===== config.mk =====
export PLATFORM = sky130hd
export DESIGN_NAME = txdesc_walker
export DESIGN_NICKNAME = d
export VERILOG_FILES = /design/src/rtl/txw_pkg.sv /design/src/rtl/txw_fetch.sv /design/src/rtl/txw_select.sv /design/src/rtl/txdesc_walker.sv
export SDC_FILE = /design/constraint.sdc
export NUM_CORES = 1
export LEC_CHECK = 0
export CORE_UTILIZATION = 59
export CTS_CLUSTER_DIAMETER = 50
export DETAILED_ROUTE_END_ITERATION = 10
export PLACE_DENSITY = 0.9
export SETUP_SLACK_MARGIN = 0.3
export SYNTH_ARGS = -nofsm -noshare
export SYNTH_HDL_FRONTEND = slang
export SYNTH_HIERARCHICAL = 1
export SYNTH_SLANG_ARGS = --single-unit

===== constraint.sdc =====
create_clock -name clk -period 4.7 [get_ports clk]
set_input_delay 1.41 -clock clk [delete_from_list [all_inputs] [get_ports clk]]
set_output_delay 1.41 -clock clk [all_outputs]
set_load 0.05 [all_outputs]

===== src/rtl/txw_pkg.sv =====
package txw_pkg;

  localparam int ADDR_W     = 32;
  localparam int WORD_W     = 32;
  localparam int LEN_W      = 11;
  localparam int DESC_WORDS = 4;
  localparam int DESC_BYTES = DESC_WORDS * (WORD_W / 8);

  localparam int OWN_BIT    = 31;
  localparam int CHAIN_BIT  = 24;
  localparam int EOR_BIT    = 25;
  localparam int LEN1_LO    = 0;
  localparam int LEN2_LO    = 11;
  localparam int RUN_BIT    = 13;

  typedef enum logic [2:0] {
    ST_STOP,
    ST_LOAD,
    ST_WAIT,
    ST_BUF1,
    ST_BUF2,
    ST_NEXT,
    ST_SUSP
  } walk_st_t;

  // Second-buffer pointer is in use unless the descriptor is chained.
  function automatic logic second_is_buffer(input logic [WORD_W-1:0] w1);
    return w1[EOR_BIT] || !w1[CHAIN_BIT];
  endfunction

  // Address of the descriptor after the current one.
  function automatic logic [ADDR_W-1:0] next_desc_addr(
    input logic [ADDR_W-1:0] cur,
    input logic [ADDR_W-1:0] base,
    input logic [WORD_W-1:0] w1,
    input logic [WORD_W-1:0] w3
  );
    if (w1[EOR_BIT])        return base;
    else if (w1[CHAIN_BIT]) return w3;
    else                    return cur + ADDR_W'(DESC_BYTES);
  endfunction

  // Chained link that is not on a descriptor boundary.
  function automatic logic link_misaligned(
    input logic [WORD_W-1:0] w1,
    input logic [WORD_W-1:0] w3
  );
    return !w1[EOR_BIT] && w1[CHAIN_BIT] && (w3[3:0] != 4'd0);
  endfunction

  function automatic logic [LEN_W-1:0] len_field(input logic [WORD_W-1:0] w1,
                                                 input logic second);
    return second ? w1[LEN2_LO +: LEN_W] : w1[LEN1_LO +: LEN_W];
  endfunction

endpackage


===== src/rtl/txw_fetch.sv =====
module txw_fetch
  import txw_pkg::*;
#(
  parameter int NWORDS = DESC_WORDS
) (
  input  logic                          clk,
  input  logic                          rst_n,
  input  logic                          go,
  input  logic [ADDR_W-1:0]             desc_addr,
  output logic                          mem_req_valid,
  input  logic                          mem_req_ready,
  output logic [ADDR_W-1:0]             mem_req_addr,
  input  logic                          mem_rsp_valid,
  input  logic [WORD_W-1:0]             mem_rsp_data,
  output logic [NWORDS-1:0][WORD_W-1:0] words,
  output logic                          busy,
  output logic                          done
);

  localparam int IW = (NWORDS > 1) ? $clog2(NWORDS) : 1;
  localparam int BYTE_SHIFT = $clog2(WORD_W / 8);

  logic              active;
  logic              pending;
  logic [IW-1:0]     idx;
  logic [ADDR_W-1:0] base_q;

  // named events for the checks below
  logic req_fire;
  logic rsp_take;
  logic last_word;

  assign req_fire  = mem_req_valid && mem_req_ready;
  assign rsp_take  = active && pending && mem_rsp_valid;
  assign last_word = (idx == IW'(NWORDS - 1));

  always_ff @(posedge clk) begin
    if (!rst_n) begin
      active  <= 1'b0;
      pending <= 1'b0;
      idx     <= '0;
      base_q  <= '0;
      words   <= '0;
      done    <= 1'b0;
    end else begin
      done <= 1'b0;
      if (go && !active) begin
        active  <= 1'b1;
        pending <= 1'b0;
        idx     <= '0;
        base_q  <= desc_addr;
      end else if (active) begin
        if (req_fire) pending <= 1'b1;
        if (rsp_take) begin
          words[idx] <= mem_rsp_data;
          pending    <= 1'b0;
          if (last_word) begin
            active <= 1'b0;
            done   <= 1'b1;
          end else begin
            idx <= idx + 1'b1;
          end
        end
      end
    end
  end

  assign mem_req_valid = active && !pending;
  assign mem_req_addr  = base_q + (ADDR_W'(idx) << BYTE_SHIFT);
  assign busy          = active;

  // a waiting request keeps its address
  assert_req_hold_R3: assert property (@(posedge clk) disable iff (!rst_n)
    (mem_req_valid && !mem_req_ready) |=> (mem_req_valid && $stable(mem_req_addr)));

  // descriptor words are captured once and not touched between openings
  assert_words_held_R3: assert property (@(posedge clk) disable iff (!rst_n)
    (!active && !go) |=> $stable(words));

  // completion follows the final word's response
  assert_done_after_last_R3: assert property (@(posedge clk) disable iff (!rst_n)
    done |-> ($past(rsp_take) && !active));

endmodule


===== src/rtl/txw_select.sv =====
module txw_select
  import txw_pkg::*;
(
  input  logic              second,
  input  logic [WORD_W-1:0] w1,
  input  logic [WORD_W-1:0] w2,
  input  logic [WORD_W-1:0] w3,
  output logic [ADDR_W-1:0] sel_addr,
  output logic [LEN_W-1:0]  sel_len,
  output logic              sel_use
);

  logic [LEN_W-1:0] len_now;

  always_comb begin
    len_now  = len_field(w1, second);
    sel_len  = len_now;
    sel_addr = second ? w3 : w2;
    if (second) sel_use = second_is_buffer(w1) && (len_now != '0);
    else        sel_use = (len_now != '0);
  end

endmodule


===== src/rtl/txdesc_walker.sv =====
module txdesc_walker
  import txw_pkg::*;
(
  input  logic              clk,
  input  logic              rst_n,
  input  logic              ctrl_wr,
  input  logic [31:0]       ctrl_wdata,
  input  logic              base_wr,
  input  logic [31:0]       base_wdata,
  input  logic              poll_demand,
  output logic              mem_req_valid,
  input  logic              mem_req_ready,
  output logic [31:0]       mem_req_addr,
  input  logic              mem_rsp_valid,
  input  logic [31:0]       mem_rsp_data,
  output logic              buf_valid,
  input  logic              buf_ready,
  output logic [31:0]       buf_addr,
  output logic [10:0]       buf_len,
  output logic              buf_second,
  output logic              walk_stopped,
  output logic              walk_suspended,
  output logic              chain_err
);

  walk_st_t          st;
  logic [ADDR_W-1:0] base_q;
  logic              base_ok;
  logic              run_en;
  logic [ADDR_W-1:0] cur;
  logic              err_q;

  logic [DESC_WORDS-1:0][WORD_W-1:0] dw;
  logic fetch_busy;
  logic fetch_done;

  // named events
  logic start_wr;
  logic launch;
  logic desc_owned;
  logic sel_use;
  logic buf_fire;
  logic bad_link;
  logic [ADDR_W-1:0] nxt_addr;
  logic unused_bits;

  assign start_wr   = ctrl_wr && ctrl_wdata[RUN_BIT];
  assign launch     = (st == ST_STOP) && start_wr && base_ok;
  assign desc_owned = dw[0][OWN_BIT];
  assign buf_fire   = buf_valid && buf_ready;
  assign bad_link   = link_misaligned(dw[1], dw[3]);
  assign nxt_addr   = next_desc_addr(cur, base_q, dw[1], dw[3]);
  assign unused_bits = ^{ctrl_wdata[31:RUN_BIT+1], ctrl_wdata[RUN_BIT-1:0],
                         dw[0][OWN_BIT-1:0], fetch_busy};

  txw_fetch #(.NWORDS(DESC_WORDS)) u_fetch (
    .clk           (clk),
    .rst_n         (rst_n),
    .go            (st == ST_LOAD),
    .desc_addr     (cur),
    .mem_req_valid (mem_req_valid),
    .mem_req_ready (mem_req_ready),
    .mem_req_addr  (mem_req_addr),
    .mem_rsp_valid (mem_rsp_valid),
    .mem_rsp_data  (mem_rsp_data),
    .words         (dw),
    .busy          (fetch_busy),
    .done          (fetch_done)
  );

  txw_select u_select (
    .second   (st == ST_BUF2),
    .w1       (dw[1]),
    .w2       (dw[2]),
    .w3       (dw[3]),
    .sel_addr (buf_addr),
    .sel_len  (buf_len),
    .sel_use  (sel_use)
  );

  assign buf_valid      = ((st == ST_BUF1) || (st == ST_BUF2)) && sel_use;
  assign buf_second     = (st == ST_BUF2);
  assign walk_stopped   = (st == ST_STOP);
  assign walk_suspended = (st == ST_SUSP);
  assign chain_err      = err_q;

  always_ff @(posedge clk) begin
    if (!rst_n) begin
      st      <= ST_STOP;
      base_q  <= '0;
      base_ok <= 1'b0;
      run_en  <= 1'b0;
      cur     <= '0;
      err_q   <= 1'b0;
    end else begin
      if (base_wr) begin
        base_q  <= base_wdata;
        base_ok <= 1'b1;
      end
      if (ctrl_wr) run_en <= ctrl_wdata[RUN_BIT];
      unique case (st)
        ST_STOP: if (launch) begin
          cur   <= base_q;
          err_q <= 1'b0;
          st    <= ST_LOAD;
        end
        ST_LOAD: st <= ST_WAIT;
        ST_WAIT: if (fetch_done) st <= desc_owned ? ST_BUF1 : ST_SUSP;
        ST_BUF1: if (!sel_use || buf_ready) st <= ST_BUF2;
        ST_BUF2: if (!sel_use || buf_ready) st <= ST_NEXT;
        ST_NEXT: begin
          if (bad_link) begin
            err_q <= 1'b1;
            st    <= ST_STOP;
          end else begin
            cur <= nxt_addr;
            st  <= run_en ? ST_LOAD : ST_STOP;
          end
        end
        ST_SUSP: begin
          if (!run_en)          st <= ST_STOP;
          else if (poll_demand) st <= ST_LOAD;
        end
        default: st <= ST_STOP;
      endcase
    end
  end

  // nothing leaves a stopped walker
  assert_stop_quiet_R1: assert property (@(posedge clk) disable iff (!rst_n)
    walk_stopped |-> (!mem_req_valid && !buf_valid));

  // a start reads from the loaded base
  assert_launch_base_R2: assert property (@(posedge clk) disable iff (!rst_n)
    launch |=> (st == ST_LOAD && cur == $past(base_q)));

  // a stalled buffer request is held
  assert_buf_hold_R4: assert property (@(posedge clk) disable iff (!rst_n)
    (buf_valid && !buf_ready) |=>
      (buf_valid && $stable(buf_addr) && $stable(buf_len) && $stable(buf_second)));

  // no buffer request while a descriptor is still being read
  assert_buf_after_fetch_R4: assert property (@(posedge clk) disable iff (!rst_n)
    buf_valid |-> !mem_req_valid);

  // zero-length buffers never reach the data mover
  assert_buf_nonzero_R5: assert property (@(posedge clk) disable iff (!rst_n)
    buf_valid |-> (buf_len != '0));

  // a chained descriptor has no second buffer
  assert_chain_no_b2_R7: assert property (@(posedge clk) disable iff (!rst_n)
    (buf_valid && buf_second) |-> (dw[1][EOR_BIT] || !dw[1][CHAIN_BIT]));

  // the error flag only rises as the walker stops
  assert_err_stops_R9: assert property (@(posedge clk) disable iff (!rst_n)
    $rose(chain_err) |-> walk_stopped);

  // a suspended walker issues nothing
  assert_susp_quiet_R10: assert property (@(posedge clk) disable iff (!rst_n)
    walk_suspended |-> (!buf_valid && !mem_req_valid));

endmodule


# --- Yosys cells after proc, flatten, opt, wreduce, memory -nomap -nowiden ---
# Cells that the tools add are included.
op_classes:
  addsub: 3
  n_lt_le_gt_ge: 2
  eq_ne: 14
  muxes: 31
  n_bitwise: 5
  reduce_logical: 34
op_table:
  columns: ["op", "count"]
  rows:
  - ["$mux W32", 6]
  - ["$bwmux W128", 1]
  - ["$demux W32 S2", 1]
  - ["$pmux W32 S2", 1]
  - ["$add A32 B4 Y32", 1]
  - ["$add A32 B5 Y32 const B", 1]
  - ["$mux W3", 7]
  - ["$pmux W3 S7", 1]
  - ["$logic_and A1 B1 Y1", 13]
  - ["$mux W1", 12]
  - ["$reduce_and A3 Y1", 4]
  - ["$mux W11", 1]
  - ["$reduce_bool A11 Y1", 1]
  - ["$eq A3 B3 Y1 const B", 3]
  - ["$eq A3 B2 Y1 const B", 2]
  - ["$ne A2 B1 Y1 const B", 3]
  - ["$ne A2 B2 Y1 const B", 3]
  - ["$logic_not A1 Y1", 5]
  - ["$not A1 Y1", 5]
  - ["$reduce_and A5 Y1", 1]
  - ["$reduce_bool A2 Y1", 2]
  - ["$reduce_bool A4 Y1", 1]
  - ["$reduce_or A4 Y1", 1]
  - ["$eq A3 B1 Y1 const B", 1]
  - ["other kinds (10)", 12]
totals:
  regBits: 235

# --- Depth between registers and ports, before layout ---
# Gate-level depths: netlist (run 1).
logic_depth:
  ltp_word: 9
  mapped_depth: 14

# --- Cells and area by module ---
# Netlist (run 1), hierarchy kept.
modules_own_cells:
  columns: ["module", "n_inst", "cells_each", "area_each_um2", "seq_area_each_um2"]
  rows:
  - ["txw_fetch", 1, 822, 6856.6, 3303.2]
  - ["txdesc_walker", 1, 476, 3829.9, 1401.3]
  - ["txw_select", 1, 59, 603.1, 0.0]

# --- Worst setup path before layout (run 1) ---
# No wires, ideal clock.
synth_path:
  kind: "reg-to-output"
  from: "register st[2]"
  to: "output port buf_valid"
  arrival_time_ns: 3.048
  required_ns: 3.290
  path_slack_ns: 0.242
  path_stages_with_launch: 10
  n_path_buf: 3
  path_cell_list: "dfxtp_1 > clkbuf_1 > buf_2 > nand2_1 > inv_1 > buf_6 > mux2_4 > nor3_2 > a31oi_1 > a21boi_0"
synth_between:
  elab_chain_cells: 6
synth_rtl:
  columns: ["element", "line_no", "source"]
  rows:
  - ["start, declared", "txdesc_walker.sv:26", "walk_st_t st;"]
  - ["start signal, assigned", "txdesc_walker.sv:108", "ST_WAIT: if (fetch_done) st <= desc_owned ? ST_BUF1 : ST_SUSP;"]
  - ["start signal, assigned", "txdesc_walker.sv:117", "st <= run_en ? ST_LOAD : ST_STOP;"]
  - ["$eq A3 B3 Y1 *", null, null]
  - ["via buf_second", "txdesc_walker.sv:20", "output logic buf_second,"]
  - ["$mux W11 *", "txw_pkg.sv:53", "return second ? w1[LEN2_LO +: LEN_W] : w1[LEN1_LO +: LEN_W];"]
  - ["via buf_len[3]", "txdesc_walker.sv:19", "output logic [10:0] buf_len,"]
  - ["$reduce_bool A11 Y1 *", "txw_select.sv:19, txw_select.sv:20", null]
  - ["$logic_and A1 B1 Y1", "txw_select.sv:19", "if (second) sel_use = second_is_buffer(w1) && (len_now != '0);"]
  - ["$mux W1 *", "txw_select.sv:19", null]
  - ["via sel_use", "txdesc_walker.sv:41", "logic sel_use;"]
  - ["$logic_and A1 B1 Y1 *", "txdesc_walker.sv:81", "assign buf_valid = ((st == ST_BUF1) || (st == ST_BUF2)) && sel_use;"]
  - ["end, declared", "txdesc_walker.sv:16", "output logic buf_valid,"]
# Mark *: on every way through the listed nets, which the timed path passes. The rest lies on a longest branch.

# --- Worst setup path after layout (run 1) ---
layout_path:
  from: "register st[1]"
  to: "output port buf_addr[13]"
layout_between:
  elab_chain_cells: 2
layout_rtl:
  columns: ["element", "line_no", "source"]
  rows:
  - ["$eq A3 B3 Y1", "txdesc_walker.sv:72", ".second (st == ST_BUF2),"]
  - ["$mux W32", "txw_select.sv:18", "sel_addr = second ? w3 : w2;"]
  - ["end, declared", "txdesc_walker.sv:18", "output logic [31:0] buf_addr,"]
# Every way passes these cells.

==> results of run 1 <==
-- worst max-delay path, cell delays in order, from the launching register on --
cell and delay [ns]:
dfxtp_1 0.45, nor2_1 0.22, nand2_1 0.16, inv_4 0.28, buf_12 0.23, mux2_1 0.38, clkdlybuf4s50_1 0.72
-- how the worst max path moves through the flow --
stage / from / end / cells after the start
after floorplan: st[2]$_SDFFE_PN0P_ / buf_valid / 9
after global placement: u_fetch/idx[0]$_SDFFE_PP0P_ / mem_req_addr[12] / 8
after detailed placement: u_fetch/idx[0]$_SDFFE_PP0P_ / mem_req_addr[12] / 8
after CTS: u_fetch/idx[0]$_SDFFE_PP0P_ / mem_req_addr[12] / 8
after global routing: u_fetch/idx[0]$_SDFFE_PP0P_ / mem_req_addr[10] / 8
final: st[1]$_SDFFE_PN0P_ / buf_addr[13] / 6
-- repair_timing --
action,in CTS,in global routing
hold endpoints to repair,0,0
buffers inserted,0,1
pin swaps,0,1
setup endpoints to repair,10,9
gates resized for setup,6,6
-- flip-flops by register name (all words and copies together), names as in the netlist --
register,count
u_fetch/words,89
base_q,32
cur,32
u_fetch/base_q,32
st,3
u_fetch/idx,2
base_ok,1
chain_err,1
run_en,1
u_fetch/busy,1
u_fetch/done,1
u_fetch/pending,1
-- area by class of cell --
type | instances | share of cell area
clock inverters | 11 | 0.00928
multi-input cells | 887 | 0.457
clock buffers | 20 | 0.0385
flip-flops and latches | 196 | 0.331
repair buffers | 168 | 0.137
inverters | 16 | 0.00527
well taps | 216 | 0.0228
-- per-layer routing --
| metal | share of wire | vias to the layer above | track usage |
|---|---|---|---|
| met5 | 0 | - | 0 |
| met4 | 0.021 | 0 | 0.112 |
| met3 | 0.087 | 51 | 0.0552 |
| met2 | 0.47 | 420 | 0.478 |
| met1 | 0.42 | 4172 | 0.396 |
| li1 | - | 4290 | - |
-- power groups by stage --
stage / sequential, W / combinational [W] / clock (W)
2_1_floorplan: 0.00178 / 0.000420 / 0
3_3_place_gp: 0.00181 / 0.000546 / 0
3_5_place_dp: 0.00181 / 0.000554 / 0
4_1_cts: 0.00177 / 0.000559 / 0.00143
5_1_grt: 0.00178 / 0.000606 / 0.00149
6_report: 0.00177 / 0.000563 / 0.00142
-- through the flow --
stage | cells | hold slack (ns) | setup WS (ns) | cell area, um2
after floorplan | 1193 | 0.431 | 0.599 | 9870
after global placement | 1482 | 0.436 | 0.530 | 11300
after detailed placement | 1482 | 0.442 | 0.471 | 11300
after CTS | 1513 | 0.451 | 0.286 | 11900
after global routing | 1514 | 0.466 | 0.300 | 11900
final | 1514 | 0.450 | 0.403 | 11900
==> results.yml, run 1 <==
final_layout:
  fin_util: 0.736
  drive_above_1_share: 0.0655
  fill_cells: 1214
  ff_latch_area_mm2: 0.00392
  multiInputGateArea_mm2: 0.00542
  final_common_cell: "nand2_1"
  most-common-layout-cells: "nand2_1 (308), dfxtp_1 (196), clkdlybuf4s50_1 (138)"
  nets: 1398
  area.growth.synth_to_final_pct: 20.3
  antennaDiodeCount: 0
clock_tree:
  clock_latency_ns: 0.44
  ctsHtreeMaxLevel: 4
  clk_pin_slew_ns: 0.06
  numCtsBuffers: 17
  ctsRootBufferMaster: "clkbuf_16"
  cts_tree: "yes"
  cts.sinks: 196
  cts_max_path_buffers: 2
  cts_hold_buf: 0
worst_setup_path:
  rr_startpoint: "st[1]$_SDFFE_PN0P_"
  start_kind: "flip-flop"
  required_ns: 3.29
  end_kind: "output pin"
  r2r-end: "st[0]$_SDFFE_PN0P_"
  critPathMaxFanout: 22
  rrSetupSlack_ns: 1.66
  crit_type: "flip-flop to output pin"
  arrival_ns: 2.89
  r2r_cells: 12
global_routing:
  grt_max_degree: 118
  gr-total-overflow: 0
  grt_pass1_wl_mm: 41.5
  first_global_vias: 8318
  antenna_found_initial: 0
  track_usage: 0.297
power_and_ir_drop:
  p_int_w: 0.00273
  p_total_w: 0.00375
  ir_drop_mv: 0.274
  combPwrFrac: 0.150
  p_sw_w: 0.00102
  clockPowerShare: 0.377
  powerDensity_mw_per_mm2: 316
  switching_share: 0.273
  p_leak_nw: 4.27
  seqPwrFrac: 0.472
timing:
  fin_worst_skew_ns: 0.00668
  max_freq_mhz: 233
  rsz0062_at_grt: "no"
  period_share: 0.914
  tightestPinTransition_ns: 1.20
  fin_crit_ns: 4.30
  slew_headroom: 0.198
  finalSetupViolCount: 0
  maxSlewViolCount: 0
  setup_tns_ns: 0
  hold_viol_final: 0
job:
  maxCapViolCount: 0
place:
  routabilityCongestion: 0.882
  post-dp-hpwl_mm: 17.3
  numPortBuffers: 153
min_path:
  holdPathStages: 2
  hp-start: "u_fetch/words[89]$_SDFFE_PN0P_"
  hold_class: "flip-flop to flip-flop"
  min_to: "u_fetch/words[89]$_SDFFE_PN0P_"
die:
  core_mm2: 0.0161
  io_pins: 185
  die_w_um: 131
  rows: 46
  die-area_mm2: 0.0172
  start_util: 0.612
  die_y_um: 131
logic_synthesis:
  synth_fp_nets: 1305
  avgSynthCellArea_um2: 8.27
  syn_area_mm2: 0.00987
  synth-warning-count: 6
  syn_inst: 1193
route:
  first_pass_iters: 5
  vias_per_cell: 5.90
  drtAntennaViolNets: 0
  dr.first_iter.drc_count: 741
  wl_per_cell_um: 16.9
  drc: 0
  drt_wl_total_mm: 25.5
  vias: 8933
status:
  outcome: "completed"
Note: power is estimated with default switching activity, not from simulation.
==> run 2: changes to the inputs <==
--- a/config.mk
+++ b/config.mk
@@ -5,10 +5,10 @@
 export SDC_FILE = /design/constraint.sdc
 export NUM_CORES = 1
 export LEC_CHECK = 0
-export CORE_UTILIZATION = 59
+export CORE_UTILIZATION = 44
 export CTS_CLUSTER_DIAMETER = 50
 export DETAILED_ROUTE_END_ITERATION = 10
-export PLACE_DENSITY = 0.9
+export PLACE_DENSITY = 0.71
 export SETUP_SLACK_MARGIN = 0.3
 export SYNTH_ARGS = -nofsm -noshare
 export SYNTH_HDL_FRONTEND = slang
==> run 2 against run 1 <==
Sequential share of layout area is 0.29 points lower. Clock power about the same. Sequential power is essentially flat. Final cell count rose by 4.4%. Non-clock buffer count up 3. Critical path type unchanged. Clock skew grew 0.0046 ns.
==> results.yml, run 2 (synthesis results as in run 1) <==
final_layout:
  most-common-layout-cells: "nand2_1 (308), dfxtp_1 (196), clkdlybuf4s50_1 (139)"
  drive_above_1_share: 0.0669
  nets: 1401
  final_common_cell: "nand2_1"
  regMostFlops: "u_fetch/words"
  largest_reg_flops: 89
  area.growth.synth_to_final_pct: 21.3
  antennaDiodeCount: 0
die:
  start_util: 0.451
  rows: 54
  core_mm2: 0.0219
  die-area_mm2: 0.0230
  io_pins: 185
  die_w_um: 152
  die_y_um: 152
clock_tree:
  cts_tree: "yes"
  ctsRootBufferMaster: "clkbuf_16"
  ctsHtreeMaxLevel: 4
  clock_latency_ns: 0.43
  cts_max_path_buffers: 2
  numCtsBuffers: 17
  clk_pin_slew_ns: 0.07
  cts_hold_buf: 0
  cts.sinks: 196
route:
  first_pass_iters: 5
  drt_wl_total_mm: 25.9
  dr.first_iter.drc_count: 716
  wl_per_cell_um: 16.4
  drc: 0
  vias_per_cell: 5.51
  drtAntennaViolNets: 0
  vias: 8707
worst_setup_path:
  cp_slowest_stage_delay_ns: 0.82
  path_delay_family: "buffers and inverters"
  required_ns: 3.29
  path_cells: "ha_1 > a21oi_1 > nor3_4 > nand4_1 > xnor2_1 > clkdlybuf4s50_1"
  cp_num_buf_inv: 1
  critPathMaxFanout: 12
  crit_type: "flip-flop to output pin"
  start_kind: "flip-flop"
  crit_slowest_cell: "clkdlybuf4s50_1"
  rr_startpoint: "st[2]$_SDFFE_PN0P_"
  end_kind: "output pin"
  worstSetupStartpoint: "u_fetch/idx[1]$_SDFFE_PP0P_"
  arrival_ns: 2.82
power_and_ir_drop:
  ir_drop_mv: 0.291
  p_leak_nw: 4.25
  powerDensity_mw_per_mm2: 315
timing:
  tightestPinTransition_ns: 1.20
  rsz0062_at_grt: "no"
  period_share: 0.900
  fin_worst_skew_ns: 0.0113
  final.setup.worst_slack_ns: 0.470
  fin_crit_ns: 4.23
  max_freq_mhz: 236
  finalSetupViolCount: 0
  hold_viol_final: 0
  slew_headroom: 0.194
  setup_tns_ns: 0
  maxSlewViolCount: 0
place:
  post-dp-hpwl_mm: 18.0
  place_ws_ns: 0.538
  routabilityCongestion: 0.868
  numPortBuffers: 153
min_path:
  hp-start: "u_fetch/words[89]$_SDFFE_PN0P_"
  hold_class: "flip-flop to flip-flop"
status:
  outcome: "completed"
global_routing:
  first_global_vias: 8081
  grt_pass1_wl_mm: 41.9
  track_usage: 0.232
  grt_max_degree: 94
  antenna_found_initial: 1
  gr-total-overflow: 0
job:
  maxCapViolCount: 0
run 2: where the power goes:
group / total (W) / leakage (nW) / switching, W / internal [W]
clock: 0.00142 / 0.272 / 0.000613 / 0.000807
sequential: 0.00175 / 1.59 / 0.0000435 / 0.00171
combinational: 0.000604 / 2.39 / 0.000371 / 0.000232
total: 0.00378 / 4.25 / 0.00103 / 0.00275
run 2: layout make-up:
cell class	count	area, um2
Clock buffer	22	464
Clock inverter	8	103
Fill cell	2095	9920
Inverter	16	62.6
Multi-Input combinational cell	887	5420
Sequential cell	196	3920
Tap cell	280	350
Timing Repair Buffer	171	1650
run 2: final timing paths:
| path | cells after the start | slack, ns | endpoint |
|---|---|---|---|
| max | 6 | 0.47 | mem_req_addr[31] |
| min | 2 | 0.45 | u_fetch/words[89]$_SDFFE_PN0P_ |
| max reg2reg | 11 | 1.80 | st[0]$_SDFFE_PN0P_ |
| min reg2reg | 2 | 0.45 | u_fetch/words[89]$_SDFFE_PN0P_ |
run 2: repair_timing:
item / in CTS / in global routing
gates resized for setup: 5 / 6
buffers inserted: 0 / 1
endpoints found under the setup margin: 11 / 10
pin swaps: 0 / 1
gates cloned: 0 / 0
run 2: metrics by stage:
step | power (W) | utilization | hold WS (ns) | instances | instance area [um2]
5_1_grt | 0.00392 | 0.547 | 0.464 | 1580 | 12000
3_3_place_gp | 0.00238 | 0.521 | 0.436 | 1549 | 11400
2_1_floorplan | 0.00220 | - | 0.431 | 1193 | 9870
6_report | 0.00378 | 0.547 | 0.448 | 1580 | 12000
4_1_cts | 0.00380 | 0.547 | 0.452 | 1579 | 12000
3_5_place_dp | 0.00239 | 0.521 | 0.442 | 1549 | 11400
run 2: routing by layer:
layer / share of wire / track usage
met3: 0.063 / 0.0407
met1: 0.48 / 0.327
met5: 0.00050 / 0
met2: 0.45 / 0.360
met4: 0.014 / 0.0678
run 2: tightest hold or removal path, cell delays in order (launching register included):
cell      delay (ns)
dfxtp_1         0.31
nand2_1         0.05
a21boi_1        0.05
==> run 3: changes to the inputs <==
--- a/config.mk
+++ b/config.mk
@@ -5,11 +5,12 @@
 export SDC_FILE = /design/constraint.sdc
 export NUM_CORES = 1
 export LEC_CHECK = 0
+export CORE_ASPECT_RATIO = 1.75
 export CORE_UTILIZATION = 44
 export CTS_CLUSTER_DIAMETER = 50
 export DETAILED_ROUTE_END_ITERATION = 10
 export PLACE_DENSITY = 0.71
-export SETUP_SLACK_MARGIN = 0.3
+export SETUP_SLACK_MARGIN = 0.1
 export SYNTH_ARGS = -nofsm -noshare
 export SYNTH_HDL_FRONTEND = slang
 export SYNTH_HIERARCHICAL = 1
==> run 3 against run 2 <==
Worst hold slack improved by 0.0013 ns. Design area increased by 0.76%. Non-clock buffer count increased by 5. Clock skew increased by 0.0027 ns. Register-to-register slack got worse by 0.05 ns. Fmax decreased by 4.2%. Utilization about the same. Critical path type unchanged. Critical endpoint is now mem_req_addr[18]. Largest cell class unchanged.
==> results.yml, run 3 (synthesis results as in run 1) <==
global_routing:
  antenna_found_initial: 0
  track_usage: 0.241
  use_met2: 0.419
  gr-total-overflow: 0
  gr-max-usage-layer: "met2"
  use_met1: 0.285
  met3_usage: 0.0351
  first_global_vias: 8427
  grt_max_degree: 64
  grt_pass1_wl_mm: 43.6
timing:
  tightestPinTransition_ns: 1.06
  fin_worst_skew_ns: 0.0140
  period_share: 0.940
  hold_ws_ns: 0.449
  hold_viol_final: 0
  setup_tns_ns: 0
  final.setup.worst_slack_ns: 0.283
  fin_crit_ns: 4.42
  finalSetupViolCount: 0
  maxSlewViolCount: 0
  slew_headroom: 0.294
  rsz0062_at_grt: "no"
  max_freq_mhz: 226
die:
  die_y_um: 200
  core_mm2: 0.0221
  die-area_mm2: 0.0231
  start_util: 0.447
  rows: 72
  die_w_um: 115
  io_pins: 185
route:
  vias: 8773
  dr.first_iter.drc_count: 389
  drt_wl_total_mm: 27.1
  first_pass_iters: 4
  drtAntennaViolNets: 0
  drc: 0
  vias_per_cell: 5.47
  wl_per_cell_um: 16.9
clock_tree:
  ctsRootBufferMaster: "clkbuf_16"
  cts_max_path_buffers: 2
  clk_pin_slew_ns: 0.07
  clock_latency_ns: 0.44
  ctsHtreeMaxLevel: 4
  cts.sinks: 196
  cts_tree: "yes"
  numCtsBuffers: 17
final_layout:
  area.growth.synth_to_final_pct: 22.3
  largest_reg_flops: 89
  most-common-layout-cells: "nand2_1 (308), dfxtp_1 (196), clkdlybuf4s50_1 (139)"
  fill_cells: 2080
  final_common_cell: "nand2_1"
  nets: 1406
  drive_above_1_share: 0.0712
  regMostFlops: "u_fetch/words"
  antennaDiodeCount: 0
worst_setup_path:
  rrSetupSlack_ns: 1.75
  r2r-end: "st[2]$_SDFFE_PN0P_"
  arrival_ns: 3.01
  end_kind: "output pin"
  r2r_cells: 11
  crit_type: "flip-flop to output pin"
  start_kind: "flip-flop"
  rr_startpoint: "st[0]$_SDFFE_PN0P_"
  critPathMaxFanout: 5
  required_ns: 3.29
  worstSetupStartpoint: "u_fetch/idx[0]$_SDFFE_PP0P_"
min_path:
  hold_class: "flip-flop to flip-flop"
  holdPathStages: 2
  hp-start: "u_fetch/words[68]$_SDFFE_PN0P_"
  min_to: "u_fetch/words[68]$_SDFFE_PN0P_"
place:
  place_ws_ns: 0.447
  post-dp-hpwl_mm: 19.3
  numPortBuffers: 153
  routabilityCongestion: 0.845
job:
  maxCapViolCount: 0
power_and_ir_drop:
  p_leak_nw: 4.31
  ir_drop_mv: 0.203
  powerDensity_mw_per_mm2: 318
  p_total_w: 0.00383
status:
  outcome: "completed"
run 3: cell types whose count changed in the layout (fill, tap and decap cells not counted), moves of 2 or more:
cell | before | now
buf_4 | 26 | 31
inv_6 | 1 | 5
clkbuf_2 | 3 | 0
dlygate4sd2_1 | 0 | 3
inv_8 | 0 | 3
clkbuf_1 | 3 | 1
clkinv_2 | 2 | 0
run 3: layout make-up:
| class | count | area [um2] | share of cell area |
|---|---|---|---|
| tap | 296 | 370 | 0.0307 |
| sequential | 196 | 3920 | 0.325 |
| clock inverter | 12 | 133 | 0.0110 |
| clock buffer | 20 | 457 | 0.0379 |
| multi-input combinational | 887 | 5420 | 0.449 |
| inverter | 16 | 62.6 | 0.00519 |
| timing repair buffer | 176 | 1700 | 0.141 |
run 3: worst max-delay path by stage:
stage                  endpoint  slack [ns]  cells past startpoint
2_1_floorplan         buf_valid        0.24                      9
3_3_place_gp   mem_req_addr[18]        0.52                      8
3_5_place_dp   mem_req_addr[18]        0.45                      8
4_1_cts        mem_req_addr[18]        0.27                      8
5_1_grt        mem_req_addr[18]        0.11                      8
6_report       mem_req_addr[18]        0.28                      8
run 3: routing by layer:
layer	vias to the layer above	part of all wire
met5	-	0
met4	0	0.038
met3	54	0.044
met2	264	0.51
met1	4146	0.40
li1	4309	-
run 3: metrics by stage:
stage                     area, um2   util  std cells
after floorplan                9870      -       1193
final                         12100  0.547       1603
after global placement        11400  0.518       1569
after detailed placement      11400  0.518       1569
after CTS                     12000  0.545       1601
after global routing          12100  0.547       1603
run 3: worst max-delay path, stage by stage, from the launching register on:
cell and delay (ns):
dfxtp_1 0.45, ha_1 0.22, inv_1 0.06, fa_1 0.44, nand3b_1 0.27, nor2_1 0.27, nand4_1 0.17, xnor2_1 0.16
dlygate4sd2_1 0.54
run 3: where the power goes:
group	total (W)	internal [W]	switching, W	leakage, nW
combinational	0.000594	0.000231	0.000363	2.43
clock	0.00148	0.000782	0.000695	0.288
sequential	0.00176	0.00171	0.0000553	1.59
total	0.00383	0.00272	0.00111	4.31
run 3: timing repair:
item	in CTS	in global routing
setup buffers	0	2
hold buffers	0	0
resized for setup	5	0
pin swaps	0	1
hold endpoints to repair	0	0
endpoints found under the setup margin	6	1
